--- src/rtl/rxq_pkg.sv ---
`timescale 1ns/1ps
package rxq_pkg;

    typedef enum logic [1:0] {
        ST_IDLE = 2'd0,
        ST_RECV = 2'd1,
        ST_DROP = 2'd2
    } rx_state_e;

    localparam logic [3:0] KIND_NONE     = 4'b0000;
    localparam logic [3:0] KIND_OVERRUN  = 4'b1000;
    localparam logic [3:0] KIND_OVERSIZE = 4'b1001;
    localparam logic [3:0] KIND_RUNT     = 4'b1011;
    localparam logic [3:0] KIND_ALIGN    = 4'b1100;
    localparam logic [3:0] KIND_CRC      = 4'b1101;
    localparam logic [3:0] KIND_DRIBBLE  = 4'b0010;

    // Keep the listed error kinds; every other code becomes "no error".
    function automatic logic [3:0] keep_known(input logic [3:0] kind);
        logic [3:0] res;
        case (kind)
            KIND_OVERRUN, KIND_OVERSIZE, KIND_RUNT,
            KIND_ALIGN, KIND_CRC, KIND_DRIBBLE: res = kind;
            default:                            res = KIND_NONE;
        endcase
        return res;
    endfunction

endpackage

--- src/rtl/rxq_fsm.sv ---
`timescale 1ns/1ps
module rxq_fsm
    import rxq_pkg::*;
(
    input  logic clk,
    input  logic rst_n,
    input  logic clr,
    input  logic rx_start,
    input  logic rx_byte,
    input  logic rx_end,
    input  logic q_full,
    input  logic store_full,
    input  logic pop_live,
    output logic push,
    output logic reject_full,
    output logic byte_ok,
    output logic finish,
    output logic receiving
);

    rx_state_e state, state_n;

    always_ff @(posedge clk or negedge rst_n) begin
        if (!rst_n)   state <= ST_IDLE;
        else if (clr) state <= ST_IDLE;
        else          state <= state_n;
    end

    // Next state
    always_comb begin
        state_n = state;
        unique case (state)
            ST_IDLE: begin
                if (rx_start) state_n = (q_full || store_full) ? ST_DROP : ST_RECV;
            end
            ST_RECV: begin
                if (rx_end)        state_n = ST_IDLE;   // close
                else if (pop_live) state_n = ST_DROP;   // evict
            end
            ST_DROP: begin
                if (rx_end) state_n = ST_IDLE;          // flush
            end
            default: state_n = ST_IDLE;
        endcase
    end

    // Outputs
    always_comb begin
        push        = 1'b0;
        reject_full = 1'b0;
        byte_ok     = 1'b0;
        finish      = 1'b0;
        receiving   = 1'b0;
        unique case (state)
            ST_IDLE: begin
                push        = rx_start && !q_full && !store_full;
                reject_full = rx_start && q_full;
            end
            ST_RECV: begin
                receiving = 1'b1;
                byte_ok   = rx_byte && !pop_live;
                finish    = rx_end && !pop_live;
            end
            ST_DROP: ;
            default: ;
        endcase
    end

endmodule

--- src/rtl/rxq_queue.sv ---
`timescale 1ns/1ps
module rxq_queue
    import rxq_pkg::*;
#(
    parameter  int DEPTH = 8,
    parameter  int LEN_W = 11,
    localparam int AW    = $clog2(DEPTH),
    localparam int CW    = AW + 1
)(
    input  logic             clk,
    input  logic             rst_n,
    input  logic             clr,
    input  logic             push,
    input  logic             pop,
    input  logic             grow,
    input  logic             over,
    input  logic             finish,
    input  logic [3:0]       kind_in,
    output logic [LEN_W-1:0] head_len,
    output logic [3:0]       head_kind,
    output logic             head_done,
    output logic [LEN_W-1:0] tail_len,
    output logic [CW-1:0]    count
);

    logic [LEN_W-1:0] len_q  [DEPTH];
    logic [3:0]       kind_q [DEPTH];
    logic             done_q [DEPTH];
    logic             big_q  [DEPTH];
    logic [AW-1:0]    head, tail, last;

    assign last = tail - 1'b1;

    always_ff @(posedge clk or negedge rst_n) begin
        if (!rst_n) begin
            head  <= '0;
            tail  <= '0;
            count <= '0;
        end else if (clr) begin
            head  <= '0;
            tail  <= '0;
            count <= '0;
        end else begin
            if (pop)  head <= head + 1'b1;
            if (push) tail <= tail + 1'b1;
            count <= count + CW'(push) - CW'(pop);
        end
    end

    for (genvar gi = 0; gi < DEPTH; gi++) begin : g_entry
        always_ff @(posedge clk or negedge rst_n) begin
            if (!rst_n) begin
                len_q[gi]  <= '0;
                kind_q[gi] <= '0;
                done_q[gi] <= 1'b0;
                big_q[gi]  <= 1'b0;
            end else if (clr) begin
                len_q[gi]  <= '0;
                kind_q[gi] <= '0;
                done_q[gi] <= 1'b0;
                big_q[gi]  <= 1'b0;
            end else if (push && tail == AW'(gi)) begin
                len_q[gi]  <= '0;
                kind_q[gi] <= '0;
                done_q[gi] <= 1'b0;
                big_q[gi]  <= 1'b0;
            end else if (last == AW'(gi)) begin
                if (grow) len_q[gi] <= len_q[gi] + 1'b1;
                if (over) big_q[gi] <= 1'b1;
                if (finish) begin
                    done_q[gi] <= 1'b1;
                    kind_q[gi] <= (big_q[gi] || over) ? KIND_OVERSIZE : keep_known(kind_in);
                end
            end
        end
    end

    assign head_len  = len_q[head];
    assign head_kind = kind_q[head];
    assign head_done = done_q[head];
    assign tail_len  = len_q[last];

endmodule

--- src/rtl/rxq_flags.sv ---
`timescale 1ns/1ps
module rxq_flags #(
    parameter int STORE_BYTES   = 2048,
    parameter int RESUME_MARGIN = 16,
    parameter int LEN_W         = 11,
    parameter int LVL_W         = 12
)(
    input  logic             clk,
    input  logic             rst_n,
    input  logic             clr,
    input  logic             take,
    input  logic             pop,
    input  logic             reject_full,
    input  logic             host_rd,
    input  logic             q_empty,
    input  logic [LEN_W-1:0] head_len,
    output logic [LVL_W-1:0] level,
    output logic             store_ovf,
    output logic             stat_ovf,
    output logic             underrun
);

    logic [LVL_W-1:0] lvl_n;
    logic [LEN_W-1:0] rd_cnt;
    logic             rd_bad;

    assign lvl_n  = level + LVL_W'(take) - (pop ? LVL_W'(head_len) : LVL_W'(0));
    assign rd_bad = host_rd && (q_empty || rd_cnt >= head_len);

    always_ff @(posedge clk or negedge rst_n) begin
        if (!rst_n) begin
            level     <= '0;
            store_ovf <= 1'b0;
            stat_ovf  <= 1'b0;
            underrun  <= 1'b0;
            rd_cnt    <= '0;
        end else if (clr) begin
            level     <= '0;
            store_ovf <= 1'b0;
            stat_ovf  <= 1'b0;
            underrun  <= 1'b0;
            rd_cnt    <= '0;
        end else begin
            level <= lvl_n;
            if (lvl_n == LVL_W'(STORE_BYTES))                      store_ovf <= 1'b1;
            else if (lvl_n <= LVL_W'(STORE_BYTES - RESUME_MARGIN)) store_ovf <= 1'b0;
            if (pop)              stat_ovf <= 1'b0;
            else if (reject_full) stat_ovf <= 1'b1;
            if (rd_bad) underrun <= 1'b1;
            if (pop)                   rd_cnt <= '0;
            else if (host_rd && !rd_bad) rd_cnt <= rd_cnt + 1'b1;
        end
    end

endmodule

--- src/rtl/rx_status_queue.sv ---
`timescale 1ns/1ps
module rx_status_queue #(
    parameter  int DEPTH         = 8,
    parameter  int STORE_BYTES   = 2048,
    parameter  int MAX_LEN       = 1514,
    parameter  int RESUME_MARGIN = 16,
    localparam int LEN_W         = 11,
    localparam int CW            = $clog2(DEPTH) + 1,
    localparam int LVL_W         = $clog2(STORE_BYTES + 1)
)(
    input  logic             clk,
    input  logic             rst_n,
    input  logic             rx_reset,
    input  logic             pkt_start,
    input  logic             pkt_byte,
    input  logic             pkt_end,
    input  logic [3:0]       pkt_err,
    input  logic             host_discard,
    input  logic             host_rd,
    output logic [15:0]      top_status,
    output logic [CW-1:0]    queue_count,
    output logic [LVL_W-1:0] store_level,
    output logic             stat_ovf,
    output logic             store_ovf,
    output logic             underrun_fail,
    output logic             receiving,
    output logic             rx_done
);

    logic             push, reject_full, byte_ok, finish;
    logic             pop, pop_live, q_full, take, over;
    logic [LEN_W-1:0] head_len, tail_len;
    logic [3:0]       head_kind;
    logic             head_done;

    assign pop      = host_discard && (queue_count != '0);
    assign pop_live = pop && !head_done;
    assign q_full   = (queue_count == CW'(DEPTH));
    assign take     = byte_ok && (tail_len < LEN_W'(MAX_LEN)) && (store_level < LVL_W'(STORE_BYTES));
    assign over     = byte_ok && (tail_len == LEN_W'(MAX_LEN));

    rxq_fsm u_fsm (
        .clk         (clk),
        .rst_n       (rst_n),
        .clr         (rx_reset),
        .rx_start    (pkt_start),
        .rx_byte     (pkt_byte),
        .rx_end      (pkt_end),
        .q_full      (q_full),
        .store_full  (store_ovf),
        .pop_live    (pop_live),
        .push        (push),
        .reject_full (reject_full),
        .byte_ok     (byte_ok),
        .finish      (finish),
        .receiving   (receiving)
    );

    rxq_queue #(.DEPTH(DEPTH), .LEN_W(LEN_W)) u_queue (
        .clk       (clk),
        .rst_n     (rst_n),
        .clr       (rx_reset),
        .push      (push),
        .pop       (pop),
        .grow      (take),
        .over      (over),
        .finish    (finish),
        .kind_in   (pkt_err),
        .head_len  (head_len),
        .head_kind (head_kind),
        .head_done (head_done),
        .tail_len  (tail_len),
        .count     (queue_count)
    );

    rxq_flags #(
        .STORE_BYTES   (STORE_BYTES),
        .RESUME_MARGIN (RESUME_MARGIN),
        .LEN_W         (LEN_W),
        .LVL_W         (LVL_W)
    ) u_flags (
        .clk         (clk),
        .rst_n       (rst_n),
        .clr         (rx_reset),
        .take        (take),
        .pop         (pop),
        .reject_full (reject_full),
        .host_rd     (host_rd),
        .q_empty     (queue_count == '0),
        .head_len    (head_len),
        .level       (store_level),
        .store_ovf   (store_ovf),
        .stat_ovf    (stat_ovf),
        .underrun    (underrun_fail)
    );

    always_ff @(posedge clk or negedge rst_n) begin
        if (!rst_n)        rx_done <= 1'b0;
        else if (rx_reset) rx_done <= 1'b0;
        else               rx_done <= finish;
    end

    always_comb begin
        if (queue_count == '0) top_status = 16'h8000;
        else top_status = {~head_done, (head_done ? head_kind : 4'h0), head_len};
    end

endmodule

--- config.mk ---
export PLATFORM = sky130hd
export DESIGN_NAME = rx_status_queue
export DESIGN_NICKNAME = d
export VERILOG_FILES = /design/src/rtl/rxq_pkg.sv /design/src/rtl/rxq_fsm.sv /design/src/rtl/rxq_queue.sv /design/src/rtl/rxq_flags.sv /design/src/rtl/rx_status_queue.sv
export SDC_FILE = /design/constraint.sdc
export NUM_CORES = 1
export LEC_CHECK = 0
export ABC_AREA = 1
export BUFFER_PORTS_ARGS = -buffer_cell sky130_fd_sc_hd__buf_2
export CORE_ASPECT_RATIO = 1.2
export CORE_MARGIN = 2
export CORE_UTILIZATION = 35
export CTS_CLUSTER_DIAMETER = 200
export DETAILED_ROUTE_END_ITERATION = 12
export GPL_TIMING_DRIVEN = 0
export PLACE_DENSITY_LB_ADDON = 0.08
export SYNTH_ARGS = -nofsm -noshare
export SYNTH_HDL_FRONTEND = slang
export SYNTH_HIERARCHICAL = 1
export SYNTH_SLANG_ARGS = --single-unit
--- constraint.sdc ---
create_clock -name clk -period 7.3 [get_ports clk]
set_clock_uncertainty 0.15 [all_clocks]
set_input_delay 1.46 -clock clk [delete_from_list [all_inputs] [get_ports clk]]
set_output_delay 1.46 -clock clk [all_outputs]
set_load 0.03 [all_outputs]
==> metrics.md <==
| Metric | Value |
|---|---|
| Min cycle time layout | `5.633 ns` |
| Crit path DAT | `5.89 ns` |
| Combinational power share | `0.536` |
| Pre-antenna DRT Iters | `6` |
| Leak pwr | `6.901 nW` |
| R2R Setup Slk | `1.67 ns` |
| Worst hold path type | `flop to flop` |
| Residual DRC | `0` |
| First-pass GRT wire length | `70.11 mm` |
| WHS Path Cells | `2` |
| Setup TNS | `0 ns` |
| R2R depth | `28` |
| Placed cells | `2412` |
| Routed Antenna Nets | `0` |
| CTS sink count | `175` |
| Synth top area cells | `dfrtp_1 (35%), nand2_1 (13%), o21ai_0 (8.2%)` |
| Flops & latches, synth | `175` |
| Cell mode on critical path | `nor2_1` |
| Slew Viols, Final | `0` |
| Critical path peak fanout | `12` |
| Cell taking the most area after synthesis | `dfrtp_1` |
| Hpwl dp | `35.11 mm` |
| Clock Tree Root | `clkbuf_16` |
| CP max stage cell | `clkbuf_1` |
| Vias in the first global route | `12.30k` |
| WL/cell | `18.45 um` |
| Avg Cell Area, Syn | `6.649 um^2` |
| Core Footprint | `0.03566 mm^2` |
| CP endpoint kind | `flop` |
| H-tree depth | `4` |
| Die width | `177.2 um` |
| Crit share post-route | `0.7716` |
| Total CTS buffers | `17` |
| Area delta synth->final | `11.99%` |
| Crit Path Category | `flop to flop` |
| Final Setup Violations | `0` |
| Flop pwr share | `0.257` |
| Post-CTS setup buffers | `0` |
| Pint | `2.462 mW` |
| Maxcap violations | `0` |
| Initial antenna violation count | `0` |
| Syn_nets | `1963` |
| Largest net degree at the start of global routing | `100` |
| RD Place Congestion | `0.9662` |
| Number of distinct library cells after synthesis | `46` |
| Worst path max stage delay | `0.50 ns` |
| Via/cell ratio | `5.195` |
| Worst setup margin | `1.667 ns` |
| HP Start | `u_queue/done_q[6]` |
| Pre-CTS WS | `1.798 ns` |
| Status | `completed` |
| Top cell type's share of synthesized area | `0.3476` |
| Die height | `211.8 um` |
| Via count | `12.70k` |
| Sw Pwr | `2.436 mW` |
| Longest Clk Path Bufs | `2` |
| Worst Hold Slack | `0.3270 ns` |
| Max Clk Rate | `177.5 MHz` |
| Relative slew slack | `0.2021` |
| Initial DRC Count | `898` |
| Final Instance Count excl. Fillers | `2444` |
| Maximum VDD drop | `0.0002087 V` |
| Clk pwr share | `0.207` |
| Worst EP required | `7.55 ns` |
| Rows | `76` |
| CTS resizes | `0` |
| Gr ovfl total | `0` |
| Pwr/cell area | `347.1 mW/mm^2` |
| Starting density of the core | `0.3533` |
| Share of layout cells above drive strength 1 | `0.07945` |
| Post-Syn Area | `0.01260 mm^2` |
| Hold Vio Cnt, Final | `0` |
| Synth Instances | `1895` |
| Post-synth EDFFs | `0` |
| Crit start category | `flop` |
| Hold Path Sink | `u_queue/done_q[6]` |
| Worst-margin pin slew | `1.192 ns` |
| Die Area | `0.03754 mm^2` |
| I/O Buffers | `48` |
| Yosys warns | `6` |
| Post-synth ARST share | `1.000` |
| FF-to-FF Start | `u_queue/tail[0]` |
| Worst skew pair latency | `0.47 ns` |
| Clk pin slew, worst setup/hold paths | `0.08 ns` |
| Sequential area share after synthesis | `0.3476` |
| Layout Nets | `2031` |
| Fillers | `3863` |
| RSZ-0062 raised after global routing | `false` |
| Area of the multi-input gates | `0.006892 mm^2` |
| CTS tree | `yes` |
| Antenna cells | `0` |
| Reg area | `0.004379 mm^2` |
| All-Layer GR Usage | `0.2477` |
| Ports | `49` |
| Hold Buf Count CTS | `0` |
| Top FF cell, synth | `dfrtp_1` |
| Sw frac | `0.4973` |
| Reg-to-Reg End | `u_flags/store_ovf` |
| DRT Wirelength | `45.09 mm` |
-- routing by layer --
metal	vias up	routed length (um)	GRT usage
met2	304	23000	0.4445
li1	6311	-	-
met5	-	0	0
met4	0	1851	0.1109
met1	5994	18500	0.2897
met3	88	1740	0.03664
-- cell usage after synthesis (all sizes together) (4+ instances only) --
cell	instances
a21oi	146
a31oi	27
buf	25
clkbuf	41
dfrtp	175
ha	54
inv	273
nand2	464
nand3	118
nand4	50
nor2	221
nor3	26
nor4	4
o21ai	216
o21bai	7
o22ai	12
or2	5
xor2	16
-- power groups by stage --
stage | Combinational [mW] | Sequential [mW] | Clock [mW]
6_report | 2.63 | 1.26 | 1.01
5_1_grt | 2.94 | 1.28 | 1.08
4_1_cts | 2.62 | 1.26 | 1.05
3_5_place_dp | 2.61 | 1.27 | 0
3_3_place_gp | 2.58 | 1.27 | 0
2_1_floorplan | 1.79 | 1.30 | 0
-- cells in the final DEF, fill, tap and decap left out, types with 4 or more instances in the layout --
| cell | instances |
|---|---|
| nand3_1 | 112 |
| dfrtp_1 | 175 |
| o21bai_1 | 7 |
| clkbuf_16 | 17 |
| nor3_1 | 26 |
| ha_1 | 54 |
| buf_4 | 5 |
| inv_6 | 4 |
| nand2_2 | 23 |
| o21ai_2 | 7 |
| a21oi_1 | 144 |
| inv_1 | 266 |
| nor4_1 | 4 |
| xor2_1 | 15 |
| nand2_1 | 439 |
| nand3_2 | 6 |
| or2_2 | 4 |
| nand4_1 | 50 |
| a31oi_1 | 27 |
| o22ai_1 | 12 |
| inv_2 | 6 |
| clkbuf_1 | 41 |
| nor2_2 | 5 |
| buf_1 | 8 |
| buf_2 | 57 |
| o21ai_0 | 207 |
| nor2_1 | 214 |
-- sequential cells by signal, summed over array words and instances, names as in the netlist --
name               cells
rx_done                1
u_flags/level         12
u_flags/rd_cnt        11
u_flags/stat_ovf       1
u_flags/store_ovf      1
u_flags/underrun       1
u_fsm/state            2
u_queue/big_q          8
u_queue/count          4
u_queue/done_q         8
u_queue/head           3
u_queue/kind_q        32
u_queue/len_q         88
u_queue/tail           3
-- per-stage QoR --
stage               instance area (um^2)  power (mW)  utilization
detailed placement                 13460       3.881       0.3775
CTS                                14110       4.926       0.3957
global route                       14110       5.303       0.3957
finish                             14110       4.898       0.3957
floorplan                          12600       3.090            -
global placement                   13430       3.856       0.3765
-- worst max path at each step --
stage | from | end | slack [ns] | cells after the start
2_1_floorplan | host_discard | u_flags/store_ovf | 3.21 | 18
3_3_place_gp | rst_n | u_queue/kind_q[1] | 1.36 | 1
3_5_place_dp | u_queue/tail[0] | u_flags/store_ovf | 1.80 | 31
4_1_cts | u_queue/tail[0] | u_flags/store_ovf | 1.76 | 28
5_1_grt | u_queue/tail[0] | u_flags/store_ovf | 1.21 | 31
6_report | u_queue/tail[0] | u_flags/store_ovf | 1.67 | 28
-- kinds of logic (layout without fill, tap and decap cells) --
family          Yosys count  count (layout)  synth area share
simple gates            891             891            0.3028
xor+xnor                 17              17           0.01241
buf+inv                 340             421            0.1055
compound gates          416             416            0.1750
fa+ha+maj                56              56           0.05680
flops                   175             175            0.3476
-- worst max-delay path: cells and delay by family (launching register included) --
family | cells | cell delay (ns)
buffers and inverters | 7 | 1.89
and+or+nand+nor | 15 | 1.79
adders and majority gates | 3 | 1.06
DFF | 1 | 0.41
AOI/OAI and AO/OA | 3 | 0.28
-- final cells by class --
cell class	instances	area share
multi-input cells	1380	0.4884
flip-flops and latches	175	0.3104
inverters	274	0.07307
well taps	468	0.04150
clock buffers	17	0.03015
plain buffers	66	0.02110
repair buffers	49	0.01969
clock inverters	15	0.01570
(Power assumes the default switching activity.)
